--- src/rtl/dbg_mode_pkg.sv ---
package dbg_mode_pkg;

  typedef enum logic [2:0] {
    ST_BG, ST_HALT, ST_TRACE, ST_RPOP, ST_RFETCH
  } dbg_state_e;

  localparam logic [1:0] STAT_BG    = 2'b00;
  localparam logic [1:0] STAT_HALT  = 2'b01;
  localparam logic [1:0] STAT_TRACE = 2'b10;

  localparam logic [1:0] OP_TRACE  = 2'b01;
  localparam logic [1:0] OP_RETURN = 2'b10;

  // status reported for each sequencer state; it reads 00 only once resumed
  function automatic logic [1:0] status_of(dbg_state_e s);
    case (s)
      ST_BG:    return STAT_BG;
      ST_TRACE: return STAT_TRACE;
      default:  return STAT_HALT;
    endcase
  endfunction

  // stack occupancy after one operation, saturating at the capacity
  function automatic int unsigned next_level(int unsigned lvl, int unsigned cap,
                                             logic push, logic pop);
    if (push) return (lvl >= cap) ? cap : lvl + 1;
    if (pop)  return (lvl == 0) ? 0 : lvl - 1;
    return lvl;
  endfunction

endpackage

--- src/rtl/dbg_ret_stack.sv ---
module dbg_ret_stack #(
  parameter int DEPTH = 4,
  parameter int W     = 16,
  localparam int PW   = (DEPTH > 1) ? $clog2(DEPTH) : 1,
  localparam int LW   = $clog2(DEPTH + 1)
) (
  input  logic          clk,
  input  logic          rst_n,
  input  logic          push,
  input  logic          pop,
  input  logic [W-1:0]  wdata,
  output logic [W-1:0]  top,
  output logic [LW-1:0] level
);
  import dbg_mode_pkg::*;

  logic [W-1:0]  mem [DEPTH];
  logic [PW-1:0] wptr;
  logic [PW-1:0] rptr;

  // circular buffer: the write pointer wrapping over the oldest entry is the overwrite
  function automatic logic [PW-1:0] wrap_step(logic [PW-1:0] p, logic up);
    if (up) return (int'(p) == DEPTH - 1) ? '0 : p + 1'b1;
    return (p == '0) ? PW'(DEPTH - 1) : p - 1'b1;
  endfunction

  assign rptr = wrap_step(wptr, 1'b0);
  assign top  = mem[rptr];

  always_ff @(posedge clk or negedge rst_n) begin
    if (!rst_n) begin
      wptr  <= '0;
      level <= '0;
      for (int i = 0; i < DEPTH; i++) mem[i] <= '0;
    end else if (push) begin
      mem[wptr] <= wdata;
      wptr      <= wrap_step(wptr, 1'b1);
      level     <= LW'(next_level(int'(level), DEPTH, 1'b1, 1'b0));
    end else if (pop && level != '0) begin
      wptr  <= rptr;
      level <= LW'(next_level(int'(level), DEPTH, 1'b0, 1'b1));
    end
  end

  assert_level_cap_R9: assert property (@(posedge clk) disable iff (!rst_n)
    int'(level) <= DEPTH);
  assert_full_push_R9: assert property (@(posedge clk) disable iff (!rst_n)
    (push && int'(level) == DEPTH) |=> (int'(level) == DEPTH && top == $past(wdata)));

endmodule

--- src/rtl/dbg_ie_keeper.sv ---
module dbg_ie_keeper (
  input  logic clk,
  input  logic rst_n,
  input  logic capture,
  input  logic restore,
  input  logic prog_wr,
  input  logic prog_val,
  input  logic in_bg,
  input  logic in_trace,
  input  logic in_fetch,
  output logic ie_out
);
  logic ie_reg;
  logic ie_cap;

  always_ff @(posedge clk or negedge rst_n) begin
    if (!rst_n) begin
      ie_reg <= 1'b0;
      ie_cap <= 1'b0;
    end else begin
      if (capture)                 ie_cap <= ie_reg;
      if (restore)                 ie_reg <= ie_cap;
      else if (in_bg && !capture && prog_wr) ie_reg <= prog_val;
    end
  end

  // program writes outside background are dropped: the captured value wins
  always_comb begin
    if (in_trace)             ie_out = ie_cap;
    else if (in_bg || in_fetch) ie_out = ie_reg;
    else                      ie_out = 1'b0;
  end

  assert_trace_ie_hold_R5: assert property (@(posedge clk) disable iff (!rst_n)
    (in_trace && prog_wr) |=> (!in_trace || $stable(ie_out)));

endmodule

--- src/rtl/dbg_seq_fsm.sv ---
module dbg_seq_fsm
  import dbg_mode_pkg::*;
(
  input  logic       clk,
  input  logic       rst_n,
  input  logic       entry_evt,
  input  logic       cmd_valid,
  input  logic [1:0] cmd_op,
  input  logic       instr_done,
  output dbg_state_e state,
  output logic       suppress
);
  dbg_state_e nxt;
  logic       take_trace;
  logic       take_ret;

  assign take_trace = (state == ST_HALT) && cmd_valid && (cmd_op == OP_TRACE);
  assign take_ret   = (state == ST_HALT) && cmd_valid && (cmd_op == OP_RETURN);

  always_comb begin
    nxt = state;
    case (state)
      ST_BG:     if (entry_evt) nxt = ST_HALT;
      ST_HALT:   if (take_trace) nxt = ST_TRACE;
                 else if (take_ret) nxt = ST_RPOP;
      ST_TRACE:  if (instr_done) nxt = ST_HALT;
      ST_RPOP:   nxt = ST_RFETCH;
      ST_RFETCH: nxt = ST_BG;
      default:   nxt = ST_BG;
    endcase
  end

  always_ff @(posedge clk or negedge rst_n) begin
    if (!rst_n) begin
      state    <= ST_BG;
      suppress <= 1'b0;
    end else begin
      state <= nxt;
      if (state == ST_RFETCH)                 suppress <= 1'b1;
      else if (state == ST_BG && instr_done)  suppress <= 1'b0;
    end
  end

  assert_ret_pop_then_fetch_R6: assert property (@(posedge clk) disable iff (!rst_n)
    (state == ST_RPOP) |=> (state == ST_RFETCH));
  assert_ret_fetch_then_bg_R6: assert property (@(posedge clk) disable iff (!rst_n)
    (state == ST_RFETCH) |=> (state == ST_BG && suppress));
  assert_bad_cmd_ignored_R10: assert property (@(posedge clk) disable iff (!rst_n)
    (state == ST_HALT && !take_trace && !take_ret) |=> (state == ST_HALT));

endmodule

--- src/rtl/dbg_mode_ctrl.sv ---
module dbg_mode_ctrl
  import dbg_mode_pkg::*;
#(
  parameter int AW    = 16,
  parameter int DEPTH = 4
) (
  input  logic                         clk,
  input  logic                         rst_n,
  input  logic                         brk_match,
  input  logic                         host_halt_req,
  input  logic                         cmd_valid,
  input  logic [1:0]                   cmd_op,
  input  logic [AW-1:0]                cpu_pc,
  input  logic                         cpu_instr_done,
  input  logic                         cpu_ie_wr,
  input  logic                         cpu_ie,
  input  logic                         cpu_stk_push,
  input  logic                         cpu_stk_pop,
  input  logic [AW-1:0]                cpu_stk_wdata,
  output logic [1:0]                   status,
  output logic                         busy,
  output logic                         core_clk_en,
  output logic                         timer_en,
  output logic                         ie_out,
  output logic                         brk_suppress,
  output logic                         fetch_load,
  output logic [AW-1:0]                fetch_addr,
  output logic                         stk_push,
  output logic                         stk_pop,
  output logic [AW-1:0]                stk_top,
  output logic [$clog2(DEPTH+1)-1:0]   stk_level
);
  dbg_state_e state;
  logic       in_bg;
  logic       entry_evt;
  logic       ret_pop_evt;
  logic [AW-1:0] ret_addr;

  assign in_bg       = (state == ST_BG);
  assign entry_evt   = in_bg && (host_halt_req || (brk_match && !brk_suppress));
  assign ret_pop_evt = (state == ST_RPOP);

  dbg_seq_fsm u_fsm (
    .clk        (clk),
    .rst_n      (rst_n),
    .entry_evt  (entry_evt),
    .cmd_valid  (cmd_valid),
    .cmd_op     (cmd_op),
    .instr_done (cpu_instr_done),
    .state      (state),
    .suppress   (brk_suppress)
  );

  dbg_ie_keeper u_ie (
    .clk      (clk),
    .rst_n    (rst_n),
    .capture  (entry_evt),
    .restore  (ret_pop_evt),
    .prog_wr  (cpu_ie_wr),
    .prog_val (cpu_ie),
    .in_bg    (in_bg),
    .in_trace (state == ST_TRACE),
    .in_fetch (state == ST_RFETCH),
    .ie_out   (ie_out)
  );

  // debug entry owns the stack in its cycle; program ops only run in background
  assign stk_push = entry_evt || (in_bg && cpu_stk_push);
  assign stk_pop  = ret_pop_evt || (in_bg && cpu_stk_pop && !cpu_stk_push);

  dbg_ret_stack #(.DEPTH(DEPTH), .W(AW)) u_stack (
    .clk   (clk),
    .rst_n (rst_n),
    .push  (stk_push),
    .pop   (stk_pop),
    .wdata (entry_evt ? cpu_pc : cpu_stk_wdata),
    .top   (stk_top),
    .level (stk_level)
  );

  always_ff @(posedge clk or negedge rst_n) begin
    if (!rst_n)           ret_addr <= '0;
    else if (ret_pop_evt) ret_addr <= stk_top;
  end

  assign fetch_addr  = ret_addr;
  assign fetch_load  = (state == ST_RFETCH);
  assign status      = status_of(state);
  assign busy        = (state == ST_TRACE) || (state == ST_RPOP) || (state == ST_RFETCH);
  assign core_clk_en = in_bg || (state == ST_TRACE) || (state == ST_RFETCH);
  assign timer_en    = (status == STAT_BG);

  assert_status_legal_R3: assert property (@(posedge clk) disable iff (!rst_n)
    status != 2'b11);
  assert_timer_held_R2: assert property (@(posedge clk) disable iff (!rst_n)
    (status != STAT_BG) |-> !timer_en);
  assert_entry_halts_R2: assert property (@(posedge clk) disable iff (!rst_n)
    (in_bg && host_halt_req) |=> (status == STAT_HALT && !core_clk_en));
  assert_no_rebreak_R8: assert property (@(posedge clk) disable iff (!rst_n)
    (in_bg && brk_suppress && brk_match && !host_halt_req) |=> (status == STAT_BG));
  assert_fetch_matches_pop_R6: assert property (@(posedge clk) disable iff (!rst_n)
    ret_pop_evt |=> (fetch_load && fetch_addr == $past(stk_top)));

endmodule

--- config.mk ---
export PLATFORM = sky130hd
export DESIGN_NAME = dbg_mode_ctrl
export DESIGN_NICKNAME = d
export VERILOG_FILES = /design/src/rtl/dbg_mode_pkg.sv /design/src/rtl/dbg_ret_stack.sv /design/src/rtl/dbg_ie_keeper.sv /design/src/rtl/dbg_seq_fsm.sv /design/src/rtl/dbg_mode_ctrl.sv
export SDC_FILE = /design/constraint.sdc
export NUM_CORES = 1
export LEC_CHECK = 0
export ABC_AREA = 1
export CORE_MARGIN = 5
export CORE_UTILIZATION = 30
export DETAILED_ROUTE_END_ITERATION = 12
export DONT_BUFFER_PORTS = 1
export HOLD_SLACK_MARGIN = 0.12
export PLACE_DENSITY = 0.47
export SLEW_MARGIN = 20
export SYNTH_ARGS = -nofsm -noshare
export SYNTH_HDL_FRONTEND = slang
export SYNTH_SLANG_ARGS = --single-unit
--- constraint.sdc ---
create_clock -name clk -period 4.8 [get_ports clk]
set_clock_uncertainty 0.05 [all_clocks]
set_input_delay 0.72 -clock clk [delete_from_list [all_inputs] [get_ports clk]]
set_output_delay 0.72 -clock clk [all_outputs]
set_load 0.02 [all_outputs]
---- Yosys cells after proc, flatten, opt, wreduce, memory -nomap -nowiden ----
Cells that the tools add are included.
storage, ports and cells
  register bits after elaboration ......... 91
  input port bits ......................... 44
  output and inout port bits .............. 45
  word-level logic and storage cells ...... 100
operators by class
  add/subtract/negate cells ............... 4
  order comparisons ....................... 4
  equal/unequal tests ..................... 11
  mux-type cells .......................... 33
  bitwise operators ....................... 2
  reduce and logical (&&, ||, !) cells .... 35
operators by type and width
  kind                   number
  $bwmux W64             1
  $mux W16               4
  $bmux W16 S2           1
  $demux W16 S2          1
  $mux W3                10
  $logic_and A1 B1 Y1    13
  $pmux W3 S4            1
  $mux W2                5
  $ge A3 B3 Y1 const B   3
  $mux W1                9
  $logic_or A1 B1 Y1     8
  $reduce_bool A2 Y1     4
  $eq A3 B2 Y1 const B   2
  $logic_not A3 Y1       2
  $not A2 Y3             2
  $reduce_and A3 Y1      2
  $eq A2 B1 Y1 const B   2
  $logic_not A2 Y1       2
  $ne A2 B1 Y1 const B   2
  $pmux W2 S2            1
  $add A3 B1 Y3 const B  1
  $eq A3 B1 Y1 const B   1
  $eq A3 B3 Y1 const B   1
  $logic_not A1 Y1       3
  other kinds (8)        8

---- Logic depth before layout (Yosys ltp) ----
  word-level depth ........................ 10
  depth in mapped cells ................... 10
  mapped depth without buffers ............ 9

---- Hierarchy ----
From an unflattened synthesis, not the netlist that was laid out.
unflattened totals
  cell total of the unflattened synthesis .. 560
  area total of the unflattened synthesis .. 4439.3 µm²
modules (own cells, without submodules)
  module         times used  cells an instance  area each (µm²)  sequential area each (µm²)
  dbg_ret_stack  1           365                3136.8           1726.7
  dbg_mode_ctrl  1           146                964.7            400.4
  dbg_seq_fsm    1           31                 217.7            100.1
  dbg_ie_keeper  1           18                 120.1            50.0

---- Worst setup path after synthesis ----
Ideal clock, no wire load.
  path kind ............................... reg-to-output
  start ................................... reg u_stack.wptr[0]
  end ..................................... out stk_top[0]
  arrival time ............................ 1646 ps
  path slack .............................. 2384 ps
  cell stages (with the launch flop) ...... 8
  path buffers ............................ 2
  cell sequence ........................... dfrtp_1 inv_1 ha_1 buf_2 clkinv_1 buf_1 nand3_1 and2_1
between the ends
  cells in the longest elaborated chain, start to end .. 6
  elaborated cells between the ends (all ways) .. 7
  classes of those cells .................. add/sub (1); mux (4); bitwise (1); reduce/logical (1)
RTL lines
  what                                               RTL line             RTL
  start: declaration                                 dbg_ret_stack.sv:18  logic [PW-1:0] wptr;
  start signal: assignment                           dbg_ret_stack.sv:37  wptr <= wrap_step(wptr, 1'b1);
  start signal: assignment                           dbg_ret_stack.sv:40  wptr <= rptr;
  $sub A2 B1 Y2 or $logic_not A2 Y1 (tied branches)  dbg_ret_stack.sv:24  return (p == '0) ? PW'(DEPTH - 1) : p - 1'b1;
  $mux W2 (*)                                        dbg_ret_stack.sv:24
  $not A2 Y3 (not written as such) (*)               dbg_ret_stack.sv:28  assign top = mem[rptr];
  $bmux W16 S2 (*)                                   dbg_ret_stack.sv:28
  $mux W16 (not written as such) (*) (2 in a row)    dbg_ret_stack.sv:28
  end: declaration                                   dbg_mode_ctrl.sv:30  output logic [AW-1:0] stk_top,
Every way passes the cells marked *; elsewhere a longest branch is shown, timed or not. The select of a mux whose other input is x is not followed.

---- Worst setup path in the final report ----
  start ................................... reg u_stack.wptr[0]
  end ..................................... out stk_top[6]
The elaborated chain is that of the path after synthesis.

==> impl_metrics.env <==
export IMPL_outcome="completed"
export IMPL_largest_register_ffs=64
export IMPL_ir_drop_v=0.000235
export IMPL_crit_family="buffers and inverters"
export IMPL_seq_area_frac_synth=0.480
export IMPL_tritoncts="done"
export IMPL_dr_pass1_iters=7
export IMPL_clock_sinks=91
export IMPL_synth_cell_types=26
export IMPL_multi_input_comb_area_sq_mm=0.00220
export IMPL_grt_antenna_before_repair=0
export IMPL_finalSetupViolations=0
export IMPL_hpwl_um=8830
export IMPL_layout_drive_gt1_share=0.0610
export IMPL_setup_tns_final_ps=0
export IMPL_synth_fp_nets=695
export IMPL_wl_per_cell_um=16.2
export IMPL_path_class="reg -> out"
export IMPL_drc_errors=0
export IMPL_power_mw=4.29
export IMPL_cts_root_buf="clkbuf_16"
export IMPL_postRouteAntennaNets=0
export IMPL_cts_setup_buffers=0
export IMPL_grt_pass1_wl_um=21500
export IMPL_finalMaxSlewViolations=0
export IMPL_slowest_delay_ps=810
export IMPL_drtIter0Drc=328
export IMPL_grt_pass1_vias=3819
export IMPL_grt_util_met1=0.206
export IMPL_die_area_sq_mm=0.0184
export IMPL_synth_area_sq_mm=0.00475
export IMPL_grtUsageMet2=0.246
export IMPL_dieWidth_um=136
export IMPL_cp_start_kind="flop"
export IMPL_rsz0062_at_grt="no"
export IMPL_cpMaxStageDelayCell="clkinv_1"
export IMPL_grt_start_max_net_pins=92
export IMPL_antenna_cells=0
export IMPL_core_area_sq_mm=0.0157
export IMPL_grt_overflow=0
export IMPL_wl_um=13900
export IMPL_final_hold_violation_count=0
export IMPL_cts_made_buffers=9
export IMPL_rows=46
export IMPL_placed_area_sq_mm=0.00489
export IMPL_path_cells="inv_1, ha_1, clkinv_1, nand3_1, and2_1"
export IMPL_clock_latency_ps=350
export IMPL_yosys_warnings=0
export IMPL_p_per_area_mw_per_mm2=823
export IMPL_tightest_slew_ps=1030
export IMPL_initial_core_util=0.302
export IMPL_required_ps=4030
export IMPL_design_area_sq_mm=0.00522
export IMPL_max_freq_ghz=0.258
export IMPL_grt_busiest_layer="met2"
export IMPL_fillers=1704
export IMPL_largest_register="u_stack.mem"
export IMPL_ctsHtreeMaxLevel=3
export IMPL_nNetsFinal=687
export IMPL_gp_congestion=0.803
export IMPL_crit_buf_inv=2
export IMPL_hold_path_class="in -> async"
export IMPL_cp_max_fo=18
export IMPL_max_cap_viol_count=0
export IMPL_ys_ff_latch=91
export IMPL_arrival_ps=3110
export IMPL_avgSynthCellArea_sq_um=7.39
export IMPL_regArea_sq_mm=0.00228
export IMPL_fin_crit_ps=3880
export IMPL_clk_pin_slew_worst_paths_ps=70
export IMPL_boundaryPins=89
export IMPL_port_buffers=0
export IMPL_viasPerCell=4.62
export IMPL_clockBufferDepth=2
export IMPL_syn_to_final_growth_pct=9.89
export IMPL_maxSlewHeadroom=0.312
export IMPL_synthCells=642
export IMPL_vias=3949
export IMPL_dieHeight_um=136
export IMPL_grt_use_met3=0.0331
export IMPL_track_usage=0.154
export IMPL_timing_final_crit_share=0.808
export IMPL_critical_path_endpoint_type="output port"
export IMPL_p_leak_nw=2.83
-- layout make-up --
type	count	area share
Clock buffer	10	0.0439
Clock inverter	6	0.0125
Inverter	32	0.0230
Multi-Input combinational cell	496	0.423
Sequential cell	91	0.437
Tap cell	216	0.0518
Timing Repair Buffer	4	0.00960
-- layer usage --
metal  wire length (um)  up-vias
met2               6330      107
met5                  0        -
met3                843       15
li1                   -     1953
met1               6460     1874
met4                242        0
-- synthesized netlist by cell type --
cell type | number | area (sq um)
a21oi_1 | 1 | 5.00
nor3b_1 | 1 | 7.51
nand3_2 | 1 | 10.0
nor3_1 | 1 | 5.00
nor2_1 | 8 | 30.0
dfrtp_1 | 91 | 2280
clkbuf_1 | 6 | 22.5
nand2_4 | 1 | 11.3
nor2_8 | 5 | 100
nand3_1 | 61 | 305
nand2_8 | 1 | 20.0
buf_2 | 5 | 25.0
and2_1 | 16 | 100
buf_6 | 4 | 45.0
o21ai_0 | 5 | 25.0
buf_4 | 6 | 45.0
ha_1 | 9 | 113
nand2_2 | 3 | 18.8
nand2_1 | 378 | 1420
inv_1 | 23 | 86.3
buf_1 | 2 | 7.51
inv_2 | 7 | 26.3
nor2_2 | 2 | 12.5
nand3b_1 | 2 | 15.0
clkinv_1 | 2 | 7.51
nand4_1 | 1 | 6.26
-- worst register-to-register path, cell delays in order (launching register included) --
cell and delay [ps]:
dfrtp_1 400, inv_1 110, ha_1 770, clkinv_1 820, nand3_1 340, nand3_1 160
nand2_1 90
-- per-stage QoR --
step	worst slack, ps	hold slack (ps)	util	std cells
after floorplan	2380	374	-	642
after global placement	1310	378	0.311	838
after detailed placement	1230	377	0.311	838
after CTS	845	263	0.332	855
after global routing	685	279	0.332	855
final	923	204	0.332	855
-- repair_timing --
action | in CTS | in global routing
resized for setup | 0 | 0
setup endpoints to repair | 0 | 0
hold buffers | 1 | 0
hold endpoints to repair | 91 | 0
-- worst paths after layout --
| kind | from | to | slack (ps) | depth (start not counted) |
|---|---|---|---|---|
| max reg2reg | u_stack.wptr[0]$_DFFE_PN0P_ | fetch_addr[6]$_DFFE_PN0P_ | 1980 | 6 |
| min reg2reg | u_stack.mem[49]$_DFFE_PN0P_ | u_stack.mem[49]$_DFFE_PN0P_ | 430 | 2 |
| max in group asynchronous | rst_n | u_stack.mem[29]$_DFFE_PN0P_ | 4090 | 1 |
| min in group clk | u_stack.mem[49]$_DFFE_PN0P_ | u_stack.mem[49]$_DFFE_PN0P_ | 430 | 2 |
| min | rst_n | u_stack.mem[36]$_DFFE_PN0P_ | 200 | 1 |
| max | u_stack.wptr[0]$_DFFE_PN0P_ | stk_top[6] | 920 | 5 |
-- layout by cell type (no fill, tap or decap), types with 3 or more instances in the layout --
cell,n
dfrtp_1,91
inv_1,23
nand2_2,3
ha_1,9
nor2_8,5
nand2_1,378
clkbuf_16,9
and2_1,16
inv_2,7
o21ai_0,5
nor2_1,8
nand3_1,61
buf_4,3
-- report_power, final --
group,internal [mW],switching [mW]
logic,0.585,1.60
registers,1.10,0.289
clock network,0.405,0.316
-- kinds of logic (layout without fill, tap and decap cells) --
family	Yosys count	in the layout	share of synthesized area
simple gates	481	481	0.434
buf+inv	55	52	0.0559
compound gates	6	6	0.00633
fa+ha+maj	9	9	0.0237
flops	91	91	0.480
Note: power is estimated with default switching activity, not from simulation.
